## config.mk

```make
export PLATFORM = sky130hd
export DESIGN_NAME = uart_irq_ctrl
export DESIGN_NICKNAME = d
export VERILOG_FILES = /design/src/rtl/irqc_pkg.sv /design/src/rtl/irqc_src_cell.sv /design/src/rtl/irqc_reg_if.sv /design/src/rtl/irqc_out_stage.sv /design/src/rtl/uart_irq_ctrl.sv
export SDC_FILE = /design/constraint.sdc
export NUM_CORES = 1
export LEC_CHECK = 0
export ABC_AREA = 1
export BUFFER_PORTS_ARGS = -buffer_cell sky130_fd_sc_hd__clkbuf_2
export CORE_UTILIZATION = 32
export CTS_CLUSTER_DIAMETER = 50
export DETAILED_ROUTE_END_ITERATION = 7
export GPL_TIMING_DRIVEN = 0
export PLACE_DENSITY = 0.75
export SYNTH_ARGS = -nofsm -noshare
export SYNTH_HDL_FRONTEND = slang
export SYNTH_HIERARCHICAL = 1
export SYNTH_SLANG_ARGS = --single-unit
```

## constraint.sdc

```tcl
create_clock -name clk -period 0.8 [get_ports clk]
set_clock_uncertainty 0.15 [all_clocks]
set_input_delay 0.04 -clock clk [delete_from_list [all_inputs] [get_ports clk]]
set_output_delay 0.04 -clock clk [all_outputs]
set_load 0.005 [all_outputs]
```

## src/rtl/irqc_pkg.sv

```systemverilog
package irqc_pkg;
  localparam int unsigned NUM_SRC = 4;

  localparam int unsigned OFS_PEND = 0;
  localparam int unsigned OFS_MASK = 4;
  localparam int unsigned OFS_TRIG = 8;

  localparam int unsigned SRC_TXWM  = 0;
  localparam int unsigned SRC_RXWM  = 1;
  localparam int unsigned SRC_TXDRN = 2;
  localparam int unsigned SRC_RXOVR = 3;

  // Next value of one pending bit: set requests dominate an acknowledge.
  function automatic logic pend_next(logic cur, logic evt, logic trig, logic ack);
    return evt | trig | (cur & ~ack);
  endfunction

  // Level request of one line before the output register.
  function automatic logic line_req(logic pend, logic mask);
    return pend & mask;
  endfunction
endpackage

```

## src/rtl/irqc_src_cell.sv

```systemverilog
module irqc_src_cell (
  input  logic clk,
  input  logic rst_n,
  input  logic evt,
  input  logic trig,
  input  logic ack,
  output logic pend
);
  always_ff @(posedge clk or negedge rst_n) begin
    if (!rst_n) pend <= 1'b0;
    else        pend <= irqc_pkg::pend_next(pend, evt, trig, ack);
  end

  p_evt_sets_r5: assert property (@(posedge clk) disable iff (!rst_n)
    evt |=> pend);

  p_evt_beats_ack_r6: assert property (@(posedge clk) disable iff (!rst_n)
    (evt && ack) |=> pend);

  p_ack_clears_r3: assert property (@(posedge clk) disable iff (!rst_n)
    (ack && !evt && !trig) |=> !pend);

  p_trig_sets_r4: assert property (@(posedge clk) disable iff (!rst_n)
    trig |=> pend);
endmodule

```

## src/rtl/irqc_reg_if.sv

```systemverilog
module irqc_reg_if #(
  parameter int unsigned AW = 4,
  parameter int unsigned DW = 32,
  parameter int unsigned NS = 4
) (
  input  logic          wr_en,
  input  logic [AW-1:0] addr,
  input  logic [NS-1:0] wdata_lo,
  input  logic [NS-1:0] pend,
  input  logic [NS-1:0] mask,
  output logic [NS-1:0] ack_vec,
  output logic [NS-1:0] trig_vec,
  output logic          mask_we,
  output logic [DW-1:0] rdata
);
  localparam logic [AW-1:0] A_PEND = AW'(irqc_pkg::OFS_PEND);
  localparam logic [AW-1:0] A_MASK = AW'(irqc_pkg::OFS_MASK);
  localparam logic [AW-1:0] A_TRIG = AW'(irqc_pkg::OFS_TRIG);

  logic hit_pend, hit_mask, hit_trig;

  assign hit_pend = (addr == A_PEND);
  assign hit_mask = (addr == A_MASK);
  assign hit_trig = (addr == A_TRIG);

  assign ack_vec  = (wr_en && hit_pend) ? wdata_lo : '0;
  assign trig_vec = (wr_en && hit_trig) ? wdata_lo : '0;
  assign mask_we  = wr_en && hit_mask;

  always_comb begin
    rdata = '0;
    if (hit_pend)      rdata[NS-1:0] = pend;
    else if (hit_mask) rdata[NS-1:0] = mask;
  end
endmodule

```

## src/rtl/irqc_out_stage.sv

```systemverilog
module irqc_out_stage #(
  parameter int unsigned NS = 4
) (
  input  logic          clk,
  input  logic          rst_n,
  input  logic [NS-1:0] pend,
  input  logic [NS-1:0] mask,
  output logic [NS-1:0] line_q
);
  logic [NS-1:0] req;

  for (genvar g = 0; g < NS; g++) begin : g_req
    assign req[g] = irqc_pkg::line_req(pend[g], mask[g]);
  end

  always_ff @(posedge clk or negedge rst_n) begin
    if (!rst_n) line_q <= '0;
    else        line_q <= req;
  end

  p_line_lags_r7: assert property (@(posedge clk) disable iff (!rst_n)
    1'b1 |=> (line_q == $past(pend & mask)));
endmodule

```

## src/rtl/uart_irq_ctrl.sv

```systemverilog
module uart_irq_ctrl #(
  parameter int unsigned AW = 4,
  parameter int unsigned DW = 32
) (
  input  logic          clk,
  input  logic          rst_n,
  input  logic          reg_we,
  input  logic [AW-1:0] reg_addr,
  input  logic [DW-1:0] reg_wdata,
  output logic [DW-1:0] reg_rdata,
  input  logic [3:0]    hw_evt,
  output logic          irq_tx_watermark,
  output logic          irq_rx_watermark,
  output logic          irq_tx_empty,
  output logic          irq_rx_overflow
);
  localparam int unsigned NS = irqc_pkg::NUM_SRC;

  logic [NS-1:0] pend, mask, ack_vec, trig_vec, line_q;
  logic          mask_we;
  logic          unused_hi;

  assign unused_hi = ^reg_wdata[DW-1:NS];

  irqc_reg_if #(.AW(AW), .DW(DW), .NS(NS)) u_regs (
    .wr_en    (reg_we),
    .addr     (reg_addr),
    .wdata_lo (reg_wdata[NS-1:0]),
    .pend     (pend),
    .mask     (mask),
    .ack_vec  (ack_vec),
    .trig_vec (trig_vec),
    .mask_we  (mask_we),
    .rdata    (reg_rdata)
  );

  for (genvar g = 0; g < NS; g++) begin : g_src
    irqc_src_cell u_cell (
      .clk  (clk),
      .rst_n(rst_n),
      .evt  (hw_evt[g]),
      .trig (trig_vec[g]),
      .ack  (ack_vec[g]),
      .pend (pend[g])
    );
  end

  always_ff @(posedge clk or negedge rst_n) begin
    if (!rst_n)       mask <= '0;
    else if (mask_we) mask <= reg_wdata[NS-1:0];
  end

  irqc_out_stage #(.NS(NS)) u_out (
    .clk   (clk),
    .rst_n (rst_n),
    .pend  (pend),
    .mask  (mask),
    .line_q(line_q)
  );

  assign irq_tx_watermark = line_q[irqc_pkg::SRC_TXWM];
  assign irq_rx_watermark = line_q[irqc_pkg::SRC_RXWM];
  assign irq_tx_empty     = line_q[irqc_pkg::SRC_TXDRN];
  assign irq_rx_overflow  = line_q[irqc_pkg::SRC_RXOVR];

  p_trig_reads_zero_r8: assert property (@(posedge clk) disable iff (!rst_n)
    (reg_addr == AW'(irqc_pkg::OFS_TRIG)) |-> (reg_rdata == '0));

  p_upper_read_zero_r9: assert property (@(posedge clk) disable iff (!rst_n)
    reg_rdata[DW-1:NS] == '0);

  p_mask_store_r10: assert property (@(posedge clk) disable iff (!rst_n)
    (reg_we && reg_addr == AW'(irqc_pkg::OFS_MASK)) |=> (mask == $past(reg_wdata[NS-1:0])));

  p_mask_hold_r10: assert property (@(posedge clk) disable iff (!rst_n)
    !(reg_we && reg_addr == AW'(irqc_pkg::OFS_MASK)) |=> $stable(mask));
endmodule

```

Word level (Yosys, flattened, before mapping)
Cells that the tools add are included.

cells by class
  equality and inequality tests = 2
  bitwise operators = 20
  mux-type cells = 4
  reduce and logical (&&, ||, !) cells = 4

operators with widths
  operator              number
  $mux W4               4
  $and A1 B1 Y1         8
  $or A1 B1 Y1          8
  $eq A4 B3 Y1 const B  1
  $eq A4 B4 Y1 const B  1
  $logic_not A4 Y1      1
  $not A1 Y1            4
  $logic_and A1 B1 Y1   3

storage, ports and cells
  output and inout port bits = 36
  register bits after elaboration = 12

Longest topological paths before layout
  depth in word-level cells = 6
  gate-level depth with buffers = 7
  gate-level depth less buffers = 7

Modules after synthesis
The synthesis kept the hierarchy.

modules (own cells, without submodules)
  module          seq. area each (µm²)  cells an instance  instances  area an instance (µm²)
  irqc_reg_if     0.0                   65                 1          376.6
  irqc_src_cell   25.0                  5                  4          40.0
  uart_irq_ctrl   100.1                 17                 1          148.9
  irqc_out_stage  100.1                 12                 1          130.1

Worst setup path after synthesis
OpenSTA, ideal clock, no wires.

  path type = input -> register
  start point = input reg_addr[1]
  end point = register mask[0]
  data arrival time = 0.762 ns
  stages = 7
  required time = 0.534 ns
  path buffers = 1
  setup slack = -0.228 ns
  library setup time = 0.116 ns
  path through = nor2_1 > buf_4 > nand2_1 > nor2_1 > inv_2 > nand2_1 > nand2_1

between the ends
  cells in the longest elaborated chain, start to end = 2

ends and longest elaborated chain
  element                 RTL line             RTL
  start: declaration      uart_irq_ctrl.sv:8   input logic [AW-1:0] reg_addr,
  $eq A4 B3 Y1            irqc_reg_if.sv:23    assign hit_mask = (addr == A_MASK);
  $logic_and A1 B1 Y1     irqc_reg_if.sv:28    assign mask_we = wr_en && hit_mask;
  net mask_we             uart_irq_ctrl.sv:20  logic mask_we;
  end signal: assignment  uart_irq_ctrl.sv:50  else if (mask_we) mask <= reg_wdata[NS-1:0];
  end: declaration        uart_irq_ctrl.sv:19  logic [NS-1:0] pend, mask, ack_vec, trig_vec, line_q;

The timed path passes the listed nets, and every way through them passes these cells.
A chain may end at the register's enable or synchronous reset.

Worst setup path after layout
  start point = register g_src[2].u_cell.pend
  end point = output reg_rdata[2]

between the ends
  cells in the longest elaborated chain, start to end = 1

ends and longest elaborated chain
  element                   RTL line             RTL
  start: declaration        irqc_src_cell.sv:7   output logic pend
  start signal: assignment  irqc_src_cell.sv:11  else pend <= irqc_pkg::pend_next(pend, evt, trig, ack);
  $mux W4                   irqc_reg_if.sv:32    if (hit_pend) rdata[NS-1:0] = pend;
  end: declaration          uart_irq_ctrl.sv:10  output logic [DW-1:0] reg_rdata,

No other way between the ends.

==> flow_metrics.tcl <==
set metrics [dict create \
    status "finished, violations left" \
    failed_checks "negative hold slack, negative setup slack" \
    nets 223 \
    syn_to_final_growth_pct 55.4 \
    grt_start_max_net_pins 13 \
    antenna_cells 0 \
    dieWidth_um 52.5 \
    avgSynthCellArea_um2 7.16 \
    setup_tns_ns -3.05 \
    firstDrtPassIters 4 \
    fin_util 0.552 \
    layout_setup_ws_ns -0.314 \
    hold_violations 8 \
    ys_seq_elements 12 \
    dp_cells 191 \
    worstPathRequired_ns 0.61 \
    crit_slowest_cell "dfrtp_1" \
    cap_violations 0 \
    holdBufCountCts 4 \
    post_drt_via_cell_ratio 3.80 \
    track_usage 0.146 \
    clk_pin_slew_ns 0.07 \
    wl_per_cell_um 9.11 \
    dp_slack_ns -0.327 \
    drt_wl_total_um 1880 \
    gp_congestion 0.777 \
    ir_worst_vdd_mv 0.972 \
    dieArea_um2 2760 \
    io_buffers 22 \
    hp-start "hw_evt[1]" \
    route.met2.wl_um 1080 \
    antenna_found_initial 0 \
    final-instance-count-excl-fill 206 \
    worstPathMaxFanout 2 \
    clock_latency_ns 0.26 \
    arrival_ns 0.92 \
    worstSetupStartpoint "g_src[2].u_cell/pend$_DFF_PN0_" \
    cts_made_buffers 3 \
    synthCells 114 \
    slowest_delay_ns 0.41 \
    powerDensity_nw_per_um2 1290 \
    grt_pass1_wl_um 2980 \
    drc 0 \
    period_share 1.39 \
    grt_pass1_vias 724 \
    routed-wl-met3_um 141 \
    rsz0062_at_grt "yes" \
    regToRegStartpoint "g_src[2].u_cell/pend$_DFF_PN0_" \
    top_layer "met4" \
    path_cells "nand3_2 -> nand2_1 -> clkbuf_2" \
    num_vias 782 \
    synth-seq-area-share 0.368 \
    yosys_warnings 6 \
    startpoint_type "flop" \
    grt.overflow.total 0 \
    hold_class "in -> reg" \
    fin_crit_ns 1.11 \
    cts_sinks 12 \
    crit_type "reg -> out" \
    cts_max_level 1 \
    cts_tree "done" \
    ioPinCount 79 \
    ys_types 11 \
    start_util 0.355 \
    syn_area_um2 816 \
    met1Wirelength_um 614 \
    drtAntennaViolNets 0 \
    slew_viol_final 0 \
    drt_iter0_markers 13 \
    setup_violations 20 \
    core_area_um2 2300 \
    clock.fmax_ghz 0.897 \
    cts-root-buf "clkbuf_4" \
    rows 17 \
    leakage_nw 0.779 \
    clock_path_buffers 2 \
    dpl.hpwl_um 1320 \
    critPathCaptureType "output pin" \
    hold_slack_ns -0.187 \
    drive_above_1_share 0.483 \
    die_h_um 52.5 \
]
[where the power goes]
part | internal [mW] | switching (mW) | total (mW)
Sequential | 0.691 | 0.0397 | 0.730
Clock | 0.174 | 0.187 | 0.361
Combinational | 0.294 | 0.252 | 0.546
[cells by family after synthesis]
family | after synthesis | share of synthesized area
DFF | 12 | 0.368
buffers and inverters | 44 | 0.336
and+or+nand+nor | 57 | 0.291
other | 1 | 0.00460
[final timing paths]
kind | slack, ns | end | depth (start not counted)
worst min-delay path | -0.19 | g_src[1].u_cell/pend$_DFF_PN0_ | 3
worst max-delay path | -0.31 | reg_rdata[2] | 3
min in group asynchronous | 0.04 | u_out/line_q[2]$_DFF_PN0_ | 2
worst max register to register | -0.20 | g_src[2].u_cell/pend$_DFF_PN0_ | 4
max in group asynchronous | 0.24 | g_src[0].u_cell/pend$_DFF_PN0_ | 2
worst min register to register | 0.43 | u_out/line_q[3]$_DFF_PN0_ | 3
[synthesized netlist by cell type]
cell      n  area (um^2)
inv_2     2         7.51
nand3_1   9         45.0
nor2_1   15         56.3
nand2_2   1         6.26
nor2_4    1         11.3
conb_1    1         3.75
nand2_1  30          113
buf_4    29          218
nor2_2    1         6.26
dfrtp_1  12          300
inv_1    13         48.8
[critical path, delay by kind of cell, from the launching register on]
| kind | cells | cell delay (ns) |
|---|---|---|
| buffers and inverters | 1 | 0.10 |
| AND/OR/NAND/NOR | 2 | 0.15 |
| flip-flops | 1 | 0.41 |
[cell usage in the layout (no fill, tap or decap)]
cell type,instances
nand2_2,9
nor2_4,4
nand2_1,21
conb_1,28
nand3_2,3
clkbuf_2,22
buf_6,6
clkbuf_4,3
nand3_1,6
inv_2,4
nor2_2,1
dfrtp_1,12
dlygate4sd3_1,2
nand2_4,1
buf_4,33
inv_1,11
nor2_1,12
[area by class of cell]
| type | instances | area [um^2] |
|---|---|---|
| repair buffers | 34 | 224 |
| well taps | 28 | 35.0 |
| multi-input cells | 85 | 408 |
| clock buffers | 3 | 22.5 |
| inverters | 15 | 56.3 |
| flip-flops and latches | 12 | 300 |
| fillers | 216 | 1030 |
| plain buffers | 29 | 221 |
[layer usage]
metal / up-vias / global-route usage
met3: 6 / 0.0348
met1: 335 / 0.152
met5: - / 0
met4: 0 / 0.0658
met2: 33 / 0.272
li1: 408 / -
[state kept, by name, summed over array words and instances, names as in the netlist]
signal	count
mask	4
u_out/line_q	4
g_src.u_cell/pend	4
[through the flow]
step	cell area [um^2]	power, mW
global placement	1090	1.11
global route	1270	1.77
finish	1270	1.64
CTS	1240	1.59
floorplan	943	0.992
detailed placement	1090	1.13
[timing repair]
action,4_1_cts,5_1_grt
hold endpoints to repair,20,7
buffers inserted,9,4
endpoints found under the setup margin,12,20
gates resized for setup,7,15
pin swaps,7,5
No activity file was read; power rests on OpenSTA's default activity.
